==> src/rtl/irda_dec_pkg.sv <==
package irda_dec_pkg;
   // Smallest bit time the one-shot accepts, so that a half window exists.
   localparam int unsigned MIN_BIT_CLKS = 2;
   // Fewest synchroniser flops allowed.
   localparam int unsigned MIN_SYNC     = 2;
endpackage

==> src/rtl/irda_sync.sv <==
module irda_sync #(
   parameter int unsigned STAGES = 2
) (
   input  logic clk,
   input  logic rst,
   input  logic d_i,
   output logic q_o
);
   import irda_dec_pkg::*;

   if (STAGES < MIN_SYNC) begin : g_bad_stages
      $error("irda_sync: STAGES must be at least MIN_SYNC");
   end

   logic [STAGES-1:0] chain_q;

   always_ff @(posedge clk) begin
      if (rst) chain_q <= '0;
      else     chain_q <= {chain_q[STAGES-2:0], d_i};
   end

   assign q_o = chain_q[STAGES-1];
endmodule

==> src/rtl/irda_glitch_filter.sv <==
module irda_glitch_filter #(
   parameter int unsigned FLT_W = 8
) (
   input  logic             clk,
   input  logic             rst,
   input  logic             rx_i,
   input  logic [FLT_W-1:0] len_i,
   output logic             qual_o
);
   if (FLT_W < 1) begin : g_bad_width
      $error("irda_glitch_filter: FLT_W must be at least 1");
   end

   logic [FLT_W-1:0] run_q;
   logic [FLT_W-1:0] len_eff;
   logic             qual_q;

   assign len_eff = (len_i == '0) ? FLT_W'(1) : len_i;

   always_ff @(posedge clk) begin
      if (rst) begin
         run_q  <= '0;
         qual_q <= 1'b0;
      end else begin
         qual_q <= rx_i && (run_q < len_eff) && ((run_q + FLT_W'(1)) == len_eff);
         if (!rx_i)                run_q <= '0;
         else if (run_q < len_eff) run_q <= run_q + FLT_W'(1);
      end
   end

   assign qual_o = qual_q;

   // a qualification always follows a high sample of the line
   a_r2_qual_needs_high: assert property (@(posedge clk) disable iff (rst)
      qual_q |-> $past(rx_i));
   // a held-high pulse qualifies only once
   a_r2_single_qual: assert property (@(posedge clk) disable iff (rst)
      qual_q |=> !qual_q);
endmodule

==> src/rtl/irda_oneshot.sv <==
module irda_oneshot #(
   parameter int unsigned DIV_W = 16
) (
   input  logic             clk,
   input  logic             rst,
   input  logic             qual_i,
   input  logic [DIV_W-1:0] div_i,
   output logic             win_o,
   output logic             echo_o
);
   import irda_dec_pkg::*;

   if (DIV_W < 2) begin : g_bad_width
      $error("irda_oneshot: DIV_W must be at least 2");
   end

   localparam logic [DIV_W-1:0] DIV_FLOOR = DIV_W'(MIN_BIT_CLKS);

   logic             act_q, echo_q;
   logic [DIV_W-1:0] t_q, div_q, div_eff, half;
   logic             lock, retrig;

   assign div_eff = (div_i < DIV_FLOOR) ? DIV_FLOOR : div_i;
   assign half    = div_q >> 1;
   assign lock    = act_q && qual_i && (t_q < half);
   assign retrig  = act_q && qual_i && !lock;

   always_ff @(posedge clk) begin
      if (rst) begin
         act_q  <= 1'b0;
         t_q    <= '0;
         div_q  <= DIV_FLOOR;
         echo_q <= 1'b0;
      end else begin
         echo_q <= lock;
         if (qual_i && !act_q) begin
            act_q <= 1'b1;
            t_q   <= '0;
            div_q <= div_eff;
         end else if (retrig) begin
            t_q <= '0;
         end else if (act_q) begin
            if (t_q == div_q - DIV_W'(1)) begin
               act_q <= 1'b0;
               t_q   <= '0;
            end else begin
               t_q <= t_q + DIV_W'(1);
            end
         end
      end
   end

   assign win_o  = act_q;
   assign echo_o = echo_q;

   // a pulse seen while idle opens a window from count zero
   a_r3_start: assert property (@(posedge clk) disable iff (rst)
      (qual_i && !act_q) |=> (act_q && t_q == '0));
   // the elapsed count stays inside the latched bit time
   a_r3_bounded: assert property (@(posedge clk) disable iff (rst)
      act_q |-> (t_q < div_q));
   // a locked-out pulse neither restarts nor ends the window
   a_r5_lockout: assert property (@(posedge clk) disable iff (rst)
      lock |=> (act_q && t_q == $past(t_q) + DIV_W'(1)));
   // a second-half pulse restarts the count
   a_r6_retrigger: assert property (@(posedge clk) disable iff (rst)
      retrig |=> (act_q && t_q == '0));
   // the bit time is frozen for the life of a window
   a_r7_div_frozen: assert property (@(posedge clk) disable iff (rst)
      (act_q && $past(act_q)) |-> $stable(div_q));
   // the echo strobe is a single clock
   a_r8_echo_single: assert property (@(posedge clk) disable iff (rst)
      echo_q |=> !echo_q);
endmodule

==> src/rtl/irda_pulse_decoder.sv <==
module irda_pulse_decoder #(
   parameter int unsigned DIV_W       = 16,
   parameter int unsigned FLT_W       = 8,
   parameter int unsigned SYNC_STAGES = 2
) (
   input  logic             clk,
   input  logic             rst,
   input  logic             ir_rx_i,
   input  logic [DIV_W-1:0] bit_div_i,
   input  logic [FLT_W-1:0] filt_len_i,
   output logic             rx_bit_o,
   output logic             echo_drop_o
);
   logic rx_sync, qual, win;

   irda_sync #(.STAGES(SYNC_STAGES)) u_sync (
      .clk(clk), .rst(rst), .d_i(ir_rx_i), .q_o(rx_sync)
   );

   irda_glitch_filter #(.FLT_W(FLT_W)) u_filt (
      .clk(clk), .rst(rst), .rx_i(rx_sync), .len_i(filt_len_i), .qual_o(qual)
   );

   irda_oneshot #(.DIV_W(DIV_W)) u_shot (
      .clk(clk), .rst(rst), .qual_i(qual), .div_i(bit_div_i),
      .win_o(win), .echo_o(echo_drop_o)
   );

   assign rx_bit_o = ~win;

   // the cycle after reset the line is idle
   a_r1_reset_idle: assert property (@(posedge clk)
      $past(rst) |-> (rx_bit_o && !echo_drop_o));
   // a dropped echo happens only inside a window
   a_r8_echo_in_window: assert property (@(posedge clk) disable iff (rst)
      echo_drop_o |-> !rx_bit_o);
endmodule

==> config.mk <==
export PLATFORM = sky130hd
export DESIGN_NAME = irda_pulse_decoder
export DESIGN_NICKNAME = d
export VERILOG_FILES = /design/src/rtl/irda_dec_pkg.sv /design/src/rtl/irda_sync.sv /design/src/rtl/irda_glitch_filter.sv /design/src/rtl/irda_oneshot.sv /design/src/rtl/irda_pulse_decoder.sv
export SDC_FILE = /design/constraint.sdc
export NUM_CORES = 1
export LEC_CHECK = 0
export BUFFER_PORTS_ARGS = -buffer_cell sky130_fd_sc_hd__buf_2
export CORE_MARGIN = 2
export CORE_UTILIZATION = 45
export DETAILED_ROUTE_END_ITERATION = 6
export SLEW_MARGIN = 20
export SYNTH_ARGS = -nofsm -noshare
export SYNTH_HDL_FRONTEND = slang
export SYNTH_SLANG_ARGS = --single-unit
export TNS_END_PERCENT = 30
==> constraint.sdc <==
create_clock -name clk -period 3.3 [get_ports clk]
set_input_delay 0 -clock clk [delete_from_list [all_inputs] [get_ports clk]]
set_output_delay 0 -clock clk [all_outputs]
set_load 0.05 [all_outputs]
# == Yosys cells after proc, flatten, opt, wreduce, memory -nomap -nowiden ==
# Cells that the tools add are included.
# totals
reg_bits,45
inputBits,27
output_inout_bits,2
elab_cells,36
# op_classes
n_addsub,3
n_lt_le_gt_ge,3
eq_ne,3
mux,7
bitwise_logic,2
n_reduce_logical,11
# op_table
cell,n
16-bit 2-to-1 mux,2
"16-bit by 1-bit adder with 16-bit output, second input constant",1
16-bit == test,1
16-bit by 15-bit < comparator with 1-bit output,1
"16-bit by 2-bit < comparator with 1-bit output, second input constant",1
"16-bit by 1-bit subtractor with 16-bit output, second input constant",1
"8-bit by 1-bit adder with 8-bit output, second input constant",1
8-bit == test,1
8-bit logical NOT,1
8-bit < comparator,1
8-bit 2-to-1 mux,1
1-bit logical AND,6
1-bit 2-to-1 mux,4
3-bit OR reduction,1
1-bit logical NOT,2
"2-bit != test, second input constant",1
1-bit NOT,2
2-bit OR reduction,1

# == Depth between registers and ports, before layout ==
# depth
depth_word,6
mapped_depth,12
ltp_nobuf,10

# == Cells and area by module ==
# Synthesis repeated with hierarchy kept, for this count alone.
# unflattened
hier_cells,410
hier_area_um2,3255.6
# by_module_without_submodules
module,n_inst,cells_per_inst,area_per_inst_um2,seq_area_each_um2
irda_oneshot,1,300,2364.8,680.7
irda_glitch_filter,1,105,834.6,180.2
irda_sync,1,4,52.6,40.0
irda_pulse_decoder,1,1,3.8,0.0

# == Worst setup path after synthesis ==
# OpenSTA, ideal clock, no wires.
# synth_timing
path_kind,flip-flop to flip-flop
from,register u_shot.div_q[0]
to,register u_shot.t_q[3]
setup_time_ns,0.115
t_arrival_ns,2.385
required_ns,3.185
slack_ns,0.800
path_stages_with_launch,13
path_buffers,3
synth_period_minus_slack_ns,2.500
cell_sequence,dfxtp_1 inv_1 ha_1 buf_2 or3b_1 buf_2 nor4b_2 xor2_1 and3_1 o2111ai_2 o21bai_4 buf_8 nor2_2
# synth_via
elab_chain_cells,3
# synth_rtl
element,line_no,source
"start, declared",irda_oneshot.sv:20,"logic [DIV_W-1:0] t_q, div_q, div_eff, half;"
"start signal, assigned",irda_oneshot.sv:39,div_q <= div_eff;
16-bit by 1-bit subtractor with 16-bit output,irda_oneshot.sv:43,if (t_q == div_q - DIV_W'(1)) begin
16-bit == test,irda_oneshot.sv:43,
16-bit 2-to-1 mux,irda_oneshot.sv:43,
"end signal, assigned",irda_oneshot.sv:47,t_q <= t_q + DIV_W'(1);
"end, declared",irda_oneshot.sv:20,
# No other way between the ends.
# A chain may end at the register's enable or synchronous reset.

# == Final worst setup path ==
# layout_timing
from,register u_shot.div_q[0]
to,register u_shot.t_q[8]
# Same word-level chain as after synthesis.

==> impl_metrics.env <==
export IMPL_status="finished clean"
export IMPL_wl_per_cell_um=14.4
export IMPL_grt_pass1_vias=2664
export IMPL_synth_ff_type="dfxtp_1"
export IMPL_gp_congestion=0.941
export IMPL_ys_ff_latch=45
export IMPL_slew_violations=0
export IMPL_root_buffer="clkbuf_8"
export IMPL_yosysWarnings=0
export IMPL_firstDrtPassIters=4
export IMPL_cts_setup_buffers=0
export IMPL_synthSimpleGateAreaFrac_pct=26.4
export IMPL_p_leak_nw=1.38
export IMPL_synth_xor_area_share_pct=14.3
export IMPL_numCtsBuffers=5
export IMPL_yosysSeqAreaShare_pct=28.8
export IMPL_placed_cell_area_um2=3310
export IMPL_syn_num_nets=447
export IMPL_cts_hold_buf=17
export IMPL_tightest_slew_ns=1.05
export IMPL_cp_required_ns=3.48
export IMPL_hold_ws_ns=0.105
export IMPL_setup_viol=0
export IMPL_antenna_found_initial=0
export IMPL_period_minus_slack_ns=2.92
export IMPL_max_stage_delay_ns=0.53
export IMPL_relSlewSlack_pct=29.8
export IMPL_syn_area_um2=3130
export IMPL_r2r_end="u_shot.t_q[8]"
export IMPL_min_period_over_period_pct=88.5
export IMPL_ios=29
export IMPL_reg2reg_slack_ns=0.38
export IMPL_final_antenna_net_count=0
export IMPL_min_path_type="primary input to flip-flop"
export IMPL_cts_sinks=45
export IMPL_port_buffers=28
export IMPL_track_usage_pct=20.9
export IMPL_grt_ovfl_total=0
export IMPL_drcViolationCount=0
export IMPL_slowest_stage="or3b_1"
export IMPL_wl_met3_um=225
export IMPL_synthDistinctLibCells=51
export IMPL_vdd_drop_max_v=0.000212
export IMPL_start_util_pct=46.4
export IMPL_grt_max_degree=23
export IMPL_cts_resized=0
export IMPL_final_cell_mix="50 x nand2_1, 45 x dfxtp_1, 32 x xnor2_1"
export IMPL_whs_path_depth=2
export IMPL_synth_area_per_cell_um2=7.93
export IMPL_via_per_inst=5.36
export IMPL_synth_cells=395
export IMPL_antennaDiodeCount=0
export IMPL_die_y_um=87.4
export IMPL_stdcell_area_um2=3570
export IMPL_final_cells=513
export IMPL_layout_commonest_cell="nand2_1"
export IMPL_path_cells="inv_1 -> ha_1 -> or3b_1 -> nor4b_2 -> xor2_1 -> and3_1 -> o2111ai_2 -> o21bai_4 -> nor2_1"
export IMPL_htree_num_levels=2
export IMPL_clk_path_buf_depth=2
export IMPL_clk_pin_slew_worst_paths_ns=0.09
export IMPL_finish_utilization_pct=52.9
export IMPL_layout_nets=484
export IMPL_dieArea_um2=7650
export IMPL_floorplan_die_width_um=87.4
export IMPL_cp_start_kind="flip-flop"
export IMPL_clk_latency_ns=0.30
export IMPL_end_kind="flip-flop"
export IMPL_hold_end="u_sync.chain_q[1]"
export IMPL_synth_top_family_by_area="simple AND/OR/NAND/NOR gates"
export IMPL_fmax_mhz=342
export IMPL_synth_compound_area_share_pct=14.0
export IMPL_drt_total_wl_um=7360
export IMPL_drive_gt1_share_pct=14.1
export IMPL_synth_adder_area_share_pct=9.98
export IMPL_max_cap_violations=0
export IMPL_core_um2=6760
export IMPL_synth_edf_count=0
export IMPL_async_reset_ff_share_pct=0
export IMPL_top_layer="met4"
export IMPL_synth_mux_area_fraction_pct=0.319
export IMPL_worstReg2RegStart="u_shot.div_q[0]"
export IMPL_wl_met2_um=3250
export IMPL_hold_path_startpoint="rst"
export IMPL_via_count=2749
export IMPL_rsz0062_at_grt="false"
export IMPL_dp_cells=488
export IMPL_finalHoldViolCount=0
export IMPL_rr_worst_depth=9
export IMPL_crit_type="flip-flop to flip-flop"
export IMPL_dp_hpwl_um=5680
export IMPL_grt_pass1_wl_um=12800
export IMPL_power_density_nw_per_um2=269
export IMPL_syn_to_final_growth_pct=14.0
export IMPL_cp_data_arrival_time_ns=3.10
export IMPL_critPathMaxFanout=14
export IMPL_clock_skew_ns=0.00778
export IMPL_dr_first_iter_drc_count=148
export IMPL_rows=30
export IMPL_tritoncts="yes"
export IMPL_critical_path_startpoint="u_shot.div_q[0]"
export IMPL_m1WireLength_um=3870
export IMPL_finalSetupTns_ns=0
==> registers in the layout (all words and copies together), names as in the netlist <==
name and cells:
u_shot.win_o 1, u_sync.chain_q 2, u_shot.t_q 16, u_filt.qual_o 1, u_shot.div_q 16, u_filt.run_q 8, u_shot.echo_o 1
==> cell usage after synthesis, types with 3 or more instances <==
library cell  number  area (um^2)
nor2b_1            4         25.0
nand3_1            9         45.0
nor3_1             9         45.0
or4_1              3         22.5
o21ai_0           11         55.1
clkbuf_1          11         41.3
nor3_2             3         30.0
nand2_1           50          188
xor2_1            19          166
nor4_1             8         50.1
a21o_1             3         22.5
dfxtp_1           45          901
nand4_1            9         56.3
nor2_1            26         97.6
inv_1             31          116
ha_1              25          313
nand2b_1           5         31.3
a21oi_1           31          155
a211oi_1           3         22.5
nor4_2             3         37.5
nor2_2            10         62.6
or3_1              8         50.1
xnor2_1           32          280
==> kinds of logic after synthesis <==
logic type               Yosys count
adder cells (fa/ha/maj)           25
buffers and inverters             48
AO/OA/AOI/OAI                     68
flip-flops                        45
multiplexers                       1
AND/OR/NAND/NOR                  157
XOR/XNOR                          51
==> report_power, final <==
part | internal (mW) | switching, mW | total [mW]
Combinational | 0.0371 | 0.0329 | 0.0700
Clock | 0.150 | 0.196 | 0.347
Sequential | 0.544 | 0.000701 | 0.545
==> worst max path at each step <==
stage                endpoint
2_1_floorplan   u_shot.t_q[3]
3_3_place_gp    u_shot.t_q[9]
6_report        u_shot.t_q[8]
3_5_place_dp   u_shot.t_q[11]
5_1_grt         u_shot.t_q[9]
4_1_cts         u_shot.t_q[8]
==> per-layer routing <==
metal	track usage (%)	vias up
met2	32.2	40
li1	-	1440
met4	2.80	0
met1	31.3	1267
met3	3.51	2
met5	0	-
==> per-stage QoR <==
step	total power [mW]	setup WS (ns)
after floorplan	0.586	0.800
after global placement	0.610	0.513
after detailed placement	0.611	0.403
after CTS	0.971	0.372
after global routing	1.00	0.102
final	0.962	0.379
==> final cells by class <==
type	count	area, um^2
inverter	31	116
tap	80	100
clock inverter	3	21.3
clock buffer	5	68.8
multi-input combinational	302	2040
fill	681	3190
timing repair buffer	47	325
sequential	45	901
==> critical path, delay by kind of cell, from the launching register on <==
| family | cells | cell delay (ns) |
|---|---|---|
| flip-flops | 1 | 0.37 |
| XOR/XNOR | 1 | 0.18 |
| adder cells (fa/ha/maj) | 1 | 0.33 |
| buffers and inverters | 1 | 0.08 |
| AND/OR/NAND/NOR | 4 | 1.17 |
| AO/OA/AOI/OAI | 2 | 0.67 |
Power figures use the tool's default switching activity.
